[config.mk]
export PLATFORM = sky130hd
export DESIGN_NAME = raster_irq_gen
export DESIGN_NICKNAME = d
export VERILOG_FILES = /design/src/rtl/rirq_pkg.sv /design/src/rtl/rirq_match.sv /design/src/rtl/rirq_hstep.sv /design/src/rtl/raster_irq_gen.sv
export SDC_FILE = /design/constraint.sdc
export NUM_CORES = 1
export LEC_CHECK = 0
export ABC_CLOCK_PERIOD_IN_PS = 3300
export BUFFER_PORTS_ARGS = -buffer_cell sky130_fd_sc_hd__buf_2
export CORE_ASPECT_RATIO = 1.5
export CORE_MARGIN = 2
export CORE_UTILIZATION = 54
export DETAILED_ROUTE_END_ITERATION = 12
export HOLD_SLACK_MARGIN = 0.03
export PLACE_DENSITY_LB_ADDON = 0.05
export SYNTH_ARGS = -nofsm -noshare
export SYNTH_HDL_FRONTEND = slang
export SYNTH_SLANG_ARGS = --single-unit
[constraint.sdc]
create_clock -name clk -period 3.3 [get_ports clk]
set_input_delay 0.66 -clock clk [delete_from_list [all_inputs] [get_ports clk]]
set_output_delay 0.66 -clock clk [all_outputs]
set_load 0.02 [all_outputs]
[src/rtl/rirq_pkg.sv]
package rirq_pkg;
  // field-unit line width fixed by the register format
  localparam int FLD_W  = 10;
  localparam int RL_W   = FLD_W + 1;  // raster line width
  localparam int HDOT_W = 10;
  localparam int NUM_V  = 2;

  // field positions decoded by software
  localparam int V1_LSB    = 16;
  localparam int V2_LSB    = 0;
  localparam int HLINE_LSB = 0;
  localparam int HMODE_LSB = 12;
  localparam int HDOT_LSB  = 16;

  typedef enum logic [1:0] {
    HM_FRAME   = 2'd0,
    HM_EVERY_N = 2'd1,
    HM_EVERY_1 = 2'd2,
    HM_RSVD    = 2'd3
  } hmode_e;
endpackage

[src/rtl/rirq_match.sv]
module rirq_match
  import rirq_pkg::*;
#(
  parameter int DOT_W = 11
) (
  input  logic             clk,
  input  logic             rst,
  input  logic [FLD_W-1:0] tgt,
  input  logic             tgt_ok,
  input  logic [DOT_W-1:0] dot_off,
  input  logic [RL_W-1:0]  cur_line,
  input  logic             odd_sel,
  input  logic [DOT_W-1:0] cur_dot,
  input  logic [RL_W-1:0]  total_lines,
  input  logic             tot_chg,
  output logic             pulse
);
  logic [RL_W-1:0] mapped;
  logic [RL_W-1:0] line_q;
  logic            done;
  logic            newline;
  logic            match;

  assign mapped  = {tgt, odd_sel};
  assign newline = (cur_line != line_q);
  assign match   = tgt_ok && (mapped < total_lines) &&
                   (cur_line == mapped) && (cur_dot >= dot_off);

  always_ff @(posedge clk) begin
    if (rst) begin
      line_q <= '0;
      done   <= 1'b0;
      pulse  <= 1'b0;
    end else begin
      line_q <= cur_line;
      done   <= match | (done & ~newline);
      pulse  <= match & (~done | newline) & ~tot_chg;
    end
  end

  AST_ONE_PER_LINE: assert property (@(posedge clk) disable iff (rst)
    (done && !newline) |=> !pulse);
  AST_INSIDE_FRAME: assert property (@(posedge clk) disable iff (rst)
    pulse |-> ($past(cur_line) < $past(total_lines)));
  AST_DOT_REACHED: assert property (@(posedge clk) disable iff (rst)
    pulse |-> ($past(cur_dot) >= $past(dot_off)));
  AST_TOTAL_QUIET: assert property (@(posedge clk) disable iff (rst)
    tot_chg |=> !pulse);
endmodule

[src/rtl/rirq_hstep.sv]
module rirq_hstep
  import rirq_pkg::*;
(
  input  logic             clk,
  input  logic             rst,
  input  logic             load,
  input  logic [FLD_W-1:0] load_n,
  input  logic [FLD_W-1:0] cur_half,
  input  logic [FLD_W-1:0] half,
  input  logic             advance,
  output logic [FLD_W-1:0] tgt,
  output logic             settled
);
  logic [FLD_W:0]   run;
  logic [FLD_W-1:0] step;
  logic [FLD_W:0]   half_x;

  assign half_x  = {1'b0, half};
  assign settled = (run <= half_x);
  assign tgt     = run[FLD_W-1:0];

  // one subtraction of half per cycle until the target is in range
  always_ff @(posedge clk) begin
    if (rst) begin
      run  <= '0;
      step <= '0;
    end else if (load) begin
      step <= load_n;
      run  <= {1'b0, cur_half} + {1'b0, load_n};
    end else if (advance) begin
      run <= run + {1'b0, step};
    end else if (!settled && half != '0) begin
      run <= run - half_x;
    end
  end

  AST_WRAP_SHRINKS: assert property (@(posedge clk) disable iff (rst)
    (!load && !advance && !settled && half != '0) |=> (run < $past(run)));
endmodule

[src/rtl/raster_irq_gen.sv]
module raster_irq_gen
  import rirq_pkg::*;
#(
  parameter int DOT_W = 11
) (
  input  logic             clk,
  input  logic             rst,
  input  logic             wr_en,
  input  logic             wr_sel,
  input  logic [31:0]      wr_data,
  input  logic [RL_W-1:0]  cur_line,
  input  logic             cur_field,
  input  logic             interlaced,
  input  logic [DOT_W-1:0] cur_dot,
  input  logic [DOT_W-1:0] line_len,
  input  logic [RL_W-1:0]  total_lines,
  output logic             irq_v1,
  output logic             irq_v2,
  output logic             irq_h
);
  logic [FLD_W-1:0]  v_line [NUM_V];
  logic [NUM_V-1:0]  v_irq;
  logic [FLD_W-1:0]  h_line;
  logic [HDOT_W-1:0] h_dot;
  hmode_e            h_mode;
  logic [RL_W-1:0]   tot_q;
  logic              tot_chg;
  logic              odd_sel;
  logic              unused_bits;

  assign unused_bits = ^{wr_data[31:26], wr_data[15:14], wr_data[11:10]};
  assign tot_chg     = (total_lines != tot_q);
  assign odd_sel     = interlaced & cur_field;

  // register writes
  hmode_e wr_mode;
  assign wr_mode = hmode_e'(wr_data[HMODE_LSB +: 2]);

  always_ff @(posedge clk) begin
    if (rst) begin
      for (int i = 0; i < NUM_V; i++) v_line[i] <= '0;
      h_line <= '0;
      h_dot  <= '0;
      h_mode <= HM_FRAME;
      tot_q  <= '0;
    end else begin
      tot_q <= total_lines;
      if (wr_en && !wr_sel) begin
        v_line[0] <= wr_data[V1_LSB +: FLD_W];
        v_line[1] <= wr_data[V2_LSB +: FLD_W];
      end
      if (wr_en && wr_sel) begin
        h_line <= wr_data[HLINE_LSB +: FLD_W];
        h_dot  <= wr_data[HDOT_LSB +: HDOT_W];
        h_mode <= wr_mode;
      end
    end
  end

  // vertical comparators
  for (genvar gi = 0; gi < NUM_V; gi++) begin : g_vert
    rirq_match #(.DOT_W(DOT_W)) u_vmatch (
      .clk(clk), .rst(rst),
      .tgt(v_line[gi]), .tgt_ok(1'b1), .dot_off('0),
      .cur_line(cur_line), .odd_sel(odd_sel), .cur_dot(cur_dot),
      .total_lines(total_lines), .tot_chg(tot_chg),
      .pulse(v_irq[gi])
    );
  end
  assign irq_v1 = v_irq[0];
  assign irq_v2 = v_irq[1];

  // horizontal target selection
  logic             h_running;
  logic             h_load;
  logic [FLD_W-1:0] h_load_n;
  logic [FLD_W-1:0] run_tgt;
  logic             run_ok;
  logic [FLD_W-1:0] h_tgt;
  logic             h_ok;
  logic [DOT_W-1:0] hdot_x;
  logic [DOT_W-1:0] h_off;

  assign h_running = (h_mode == HM_EVERY_N) || (h_mode == HM_EVERY_1);
  assign h_load    = wr_en && wr_sel &&
                     ((wr_mode == HM_EVERY_N) || (wr_mode == HM_EVERY_1));
  assign h_load_n  = (wr_mode == HM_EVERY_1) ? FLD_W'(1)
                                             : wr_data[HLINE_LSB +: FLD_W];

  rirq_hstep u_hstep (
    .clk(clk), .rst(rst),
    .load(h_load), .load_n(h_load_n),
    .cur_half(cur_line[RL_W-1:1]), .half(total_lines[RL_W-1:1]),
    .advance(irq_h & h_running),
    .tgt(run_tgt), .settled(run_ok)
  );

  assign h_tgt  = h_running ? run_tgt : h_line;
  assign h_ok   = h_running ? run_ok : 1'b1;
  assign hdot_x = DOT_W'(h_dot);
  assign h_off  = (hdot_x > line_len) ? line_len : hdot_x;

  rirq_match #(.DOT_W(DOT_W)) u_hmatch (
    .clk(clk), .rst(rst),
    .tgt(h_tgt), .tgt_ok(h_ok), .dot_off(h_off),
    .cur_line(cur_line), .odd_sel(odd_sel), .cur_dot(cur_dot),
    .total_lines(total_lines), .tot_chg(tot_chg),
    .pulse(irq_h)
  );

  AST_H_OFF_CLAMP: assert property (@(posedge clk) disable iff (rst)
    irq_h |-> ($past(cur_dot) <= $past(line_len)));
endmodule

==> flow_summary.yaml <==
global_route:
  grt_max_degree: 36
  antenna_found_initial: 0
  overflow: 0
  grt_pass1_vias: 6225
  grt_pass1_wl_um: 32900
  grt_use_total_pct: 33.0
route:
  drt_first_pass_iters: 5
  highest_layer: "met4"
  wl_per_cell_um: 20.5
  ant_nets: 0
  via_count: 6195
  wl_met2_um: 11300
  met3WireLength_um: 827
  drt-met1-wl_um: 8000
  drcViolationCount: 0
  wirelength_um: 21500
  vias_per_cell: 5.90
  drt_iter0_drc: 339
floorplanning:
  core_um2: 12300
  fp.dieW_um: 95.4
  num_rows: 50
  io_pins: 85
  die_h_um: 141
  die-area_um2: 13500
  initial_core_util_pct: 54.9
pwr:
  power_switching_w: 0.00149
  pwr-share-seq_pct: 35.3
  p_comb_share_pct: 37.2
  powerDensity_nw_per_um2: 495
  peakVddDrop_mv: 0.269
  swShare_pct: 38.2
  leakage_nw: 3.39
  pwr-share-clk_pct: 27.5
  p_int_w: 0.00241
yosys:
  yosysSeqAreaShare_pct: 29.9
  synth_top_cell_by_area: "dfxtp_1"
  synth_edf_count: 20
  syn_avg_cell_area_um2: 8.50
  post_synth_xor_area_fraction_pct: 9.32
  synth-simple-area-share_pct: 19.6
  synth_compound_area_share_pct: 17.0
  synthTopCellsByCount: "nand2_1, ha_1, dfxtp_1"
  synthTopCellsByArea: "dfxtp_1, ha_1, edfxtp_1"
  synth_warnings: 0
  ys_types: 71
  synth_ff_type: "dfxtp_1"
  ys_ff_latch: 91
  synth_top_family_by_area: "simple AND/OR/NAND/NOR gates"
  synthAdderAreaFrac_pct: 16.1
  synth.most_common_cell: "nand2_1"
  syn-num-nets: 963
  syn-instance-count: 796
  synth_mux_area_share_pct: 3.27
  netlist_area_um2: 6760
  yosys.area.top_type_share_pct: 21.0
  async_flop_share_pct: 0
sta:
  fmax_ghz: 0.303
  worstMarginPinSlew_ns: 0.892
  setup_viol: 0
  period_share_pct: 100
  final_hold_viol_count: 0
  rsz0062_at_grt: "yes"
  fin_ws_ns: 0.000925
  min_period_ns: 3.30
  maxSlewHeadroom_pct: 40.3
  fin_skew_ns: 0.00939
  finalMaxSlewViolations: 0
finish:
  n_fill_cell: 1141
  postLayoutCellArea_um2: 7860
  area_growth_pct: 16.3
  final_util_pct: 63.8
  num-nets-final: 1056
  antennaDiodeCount: 0
  drive_above_1_share_pct: 18.3
min_path:
  holdPathStages: 2
  hold_path.class: "reg2reg"
critical_path:
  worst_setup_path_start_kind: "primary input"
  rr_worst_depth: 16
  crit_arrival_ns: 3.52
  end_kind: "flop"
  crit_type: "in2reg"
  worstPathRequired_ns: 3.52
  cp_max_fo: 3
clock_tree:
  cts_root_buf: "clkbuf_16"
  cts_made_buffers: 9
  h-tree-depth: 3
  cts_tree: "done"
  clock_tree.buffer_depth: 2
  clk_pin_slew_worst_paths_ns: 0.07
  cts.sinks: 91
  cts_hold_buf: 0
  clk_latency_ns: 0.36
placed_design:
  dpl_worst_slack_ns: -0.526
  numPortBuffers: 74
  place_hpwl_um: 17300
  finalWeightedCongestion: 0.943
  placed_area_um2: 7510
outcome:
  status: "completed"
flow_run:
  drv_cap: 0
==> stage by stage <==
step / total power [W] / cells / TNS [ns] / hold WS (ns)
5_1_grt: 0.00409 / 1050 / -0.222 / 0.483
3_3_place_gp: 0.00277 / 1033 / -0.910 / 0.449
2_1_floorplan: 0.00235 / 796 / -0.0456 / 0.440
4_1_cts: 0.00388 / 1050 / -0.135 / 0.466
3_5_place_dp: 0.00281 / 1033 / -1.01 / 0.456
6_report: 0.00389 / 1050 / 0 / 0.467
==> area by class of cell <==
| type | count | area (um^2) | area share [%] |
|---|---|---|---|
| clock inverters | 7 | 76.3 | 0.971 |
| flip-flops and latches | 91 | 2020 | 25.7 |
| well taps | 156 | 195 | 2.48 |
| multi-input cells | 628 | 4480 | 57.0 |
| clock buffers | 9 | 225 | 2.86 |
| inverters | 45 | 176 | 2.24 |
| repair buffers | 114 | 684 | 8.70 |
==> what timing repair did <==
action                     in CTS  in global routing
gates resized for setup         6                  5
setup endpoints to repair       2                  2
pin swaps                      17                  2
cloned                          0                  0
setup buffers                   2                  0
==> final timing paths <==
path	from	to	slack, ns
setup reg to reg	h_dot[1]	u_hmatch.done	0.04
hold reg to reg	u_hstep.step[9]	u_hstep.step[9]	0.47
setup / recovery	line_len[1]	u_hmatch.done	0.0009
hold / removal	u_hstep.step[9]	u_hstep.step[9]	0.47
==> logic make-up (layout without fill, tap and decap cells) <==
logic type | Yosys count | in the layout
and+or+nand+nor | 270 | 270
DFF | 91 | 91
other | 1 | 1
muxes | 21 | 21
adders and majority gates | 85 | 85
xor gates and xnor gates | 72 | 72
buffers and inverters | 77 | 175
AOI/OAI and AO/OA | 179 | 179
==> cells in the final DEF (no fill, tap or decap), types with 9 or more instances in the layout <==
master	netlist	layout
inv_1	44	43
nand3_1	12	12
a211oi_1	12	11
dfxtp_1	71	71
ha_1	82	79
mux2i_1	12	11
nor3_1	11	11
xor2_1	24	24
o211ai_1	9	9
nand4_1	17	17
a21oi_1	64	63
buf_2	3	73
nand2_1	97	97
buf_4	1	39
xnor2_1	48	48
nor2b_1	22	21
nor2_1	52	51
edfxtp_1	20	20
clkbuf_16	0	9
a21o_1	9	9
o21ai_0	32	31
nand2b_1	10	9
and2_1	23	23
==> routing by layer <==
layer / up-vias / track usage [%]
met4: 0 / 19.8
met2: 187 / 60.3
met5: - / 0
met1: 2925 / 34.9
met3: 68 / 4.38
li1: 3015 / -
==> sequential cells by signal, indices dropped and copies added (netlist names) <==
signal,cells
g_vert.u_vmatch.done,2
g_vert.u_vmatch.line_q,11
g_vert.u_vmatch.pulse,2
h_dot,10
h_line,10
h_mode,2
tot_q,11
u_hmatch.done,1
u_hmatch.pulse,1
u_hstep.run,11
u_hstep.step,10
v_line,20
==> power groups by stage <==
stage                     logic (W)  clock network [W]  registers, W
after global routing        0.00159            0.00113       0.00138
final                       0.00145            0.00107       0.00137
after detailed placement    0.00141                  0       0.00139
after floorplan             0.00101                  0       0.00134
after global placement      0.00138                  0       0.00140
after CTS                   0.00143            0.00108       0.00137
==> worst max-delay path: stages <==
cell,delay [ns]
buf_8,0.11
inv_8,0.04
ha_4,0.18
nor2b_4,0.12
o21a_1,0.16
o21a_1,0.16
o21ai_1,0.13
a21oi_1,0.08
o41a_1,0.38
mux2_4,0.34
ha_4,0.21
nand2b_4,0.13
a211oi_2,0.21
o21bai_1,0.11
a21oi_2,0.17
o21ai_1,0.10
nand4_1,0.16
a21oi_1,0.08
(Power assumes the default switching activity.)
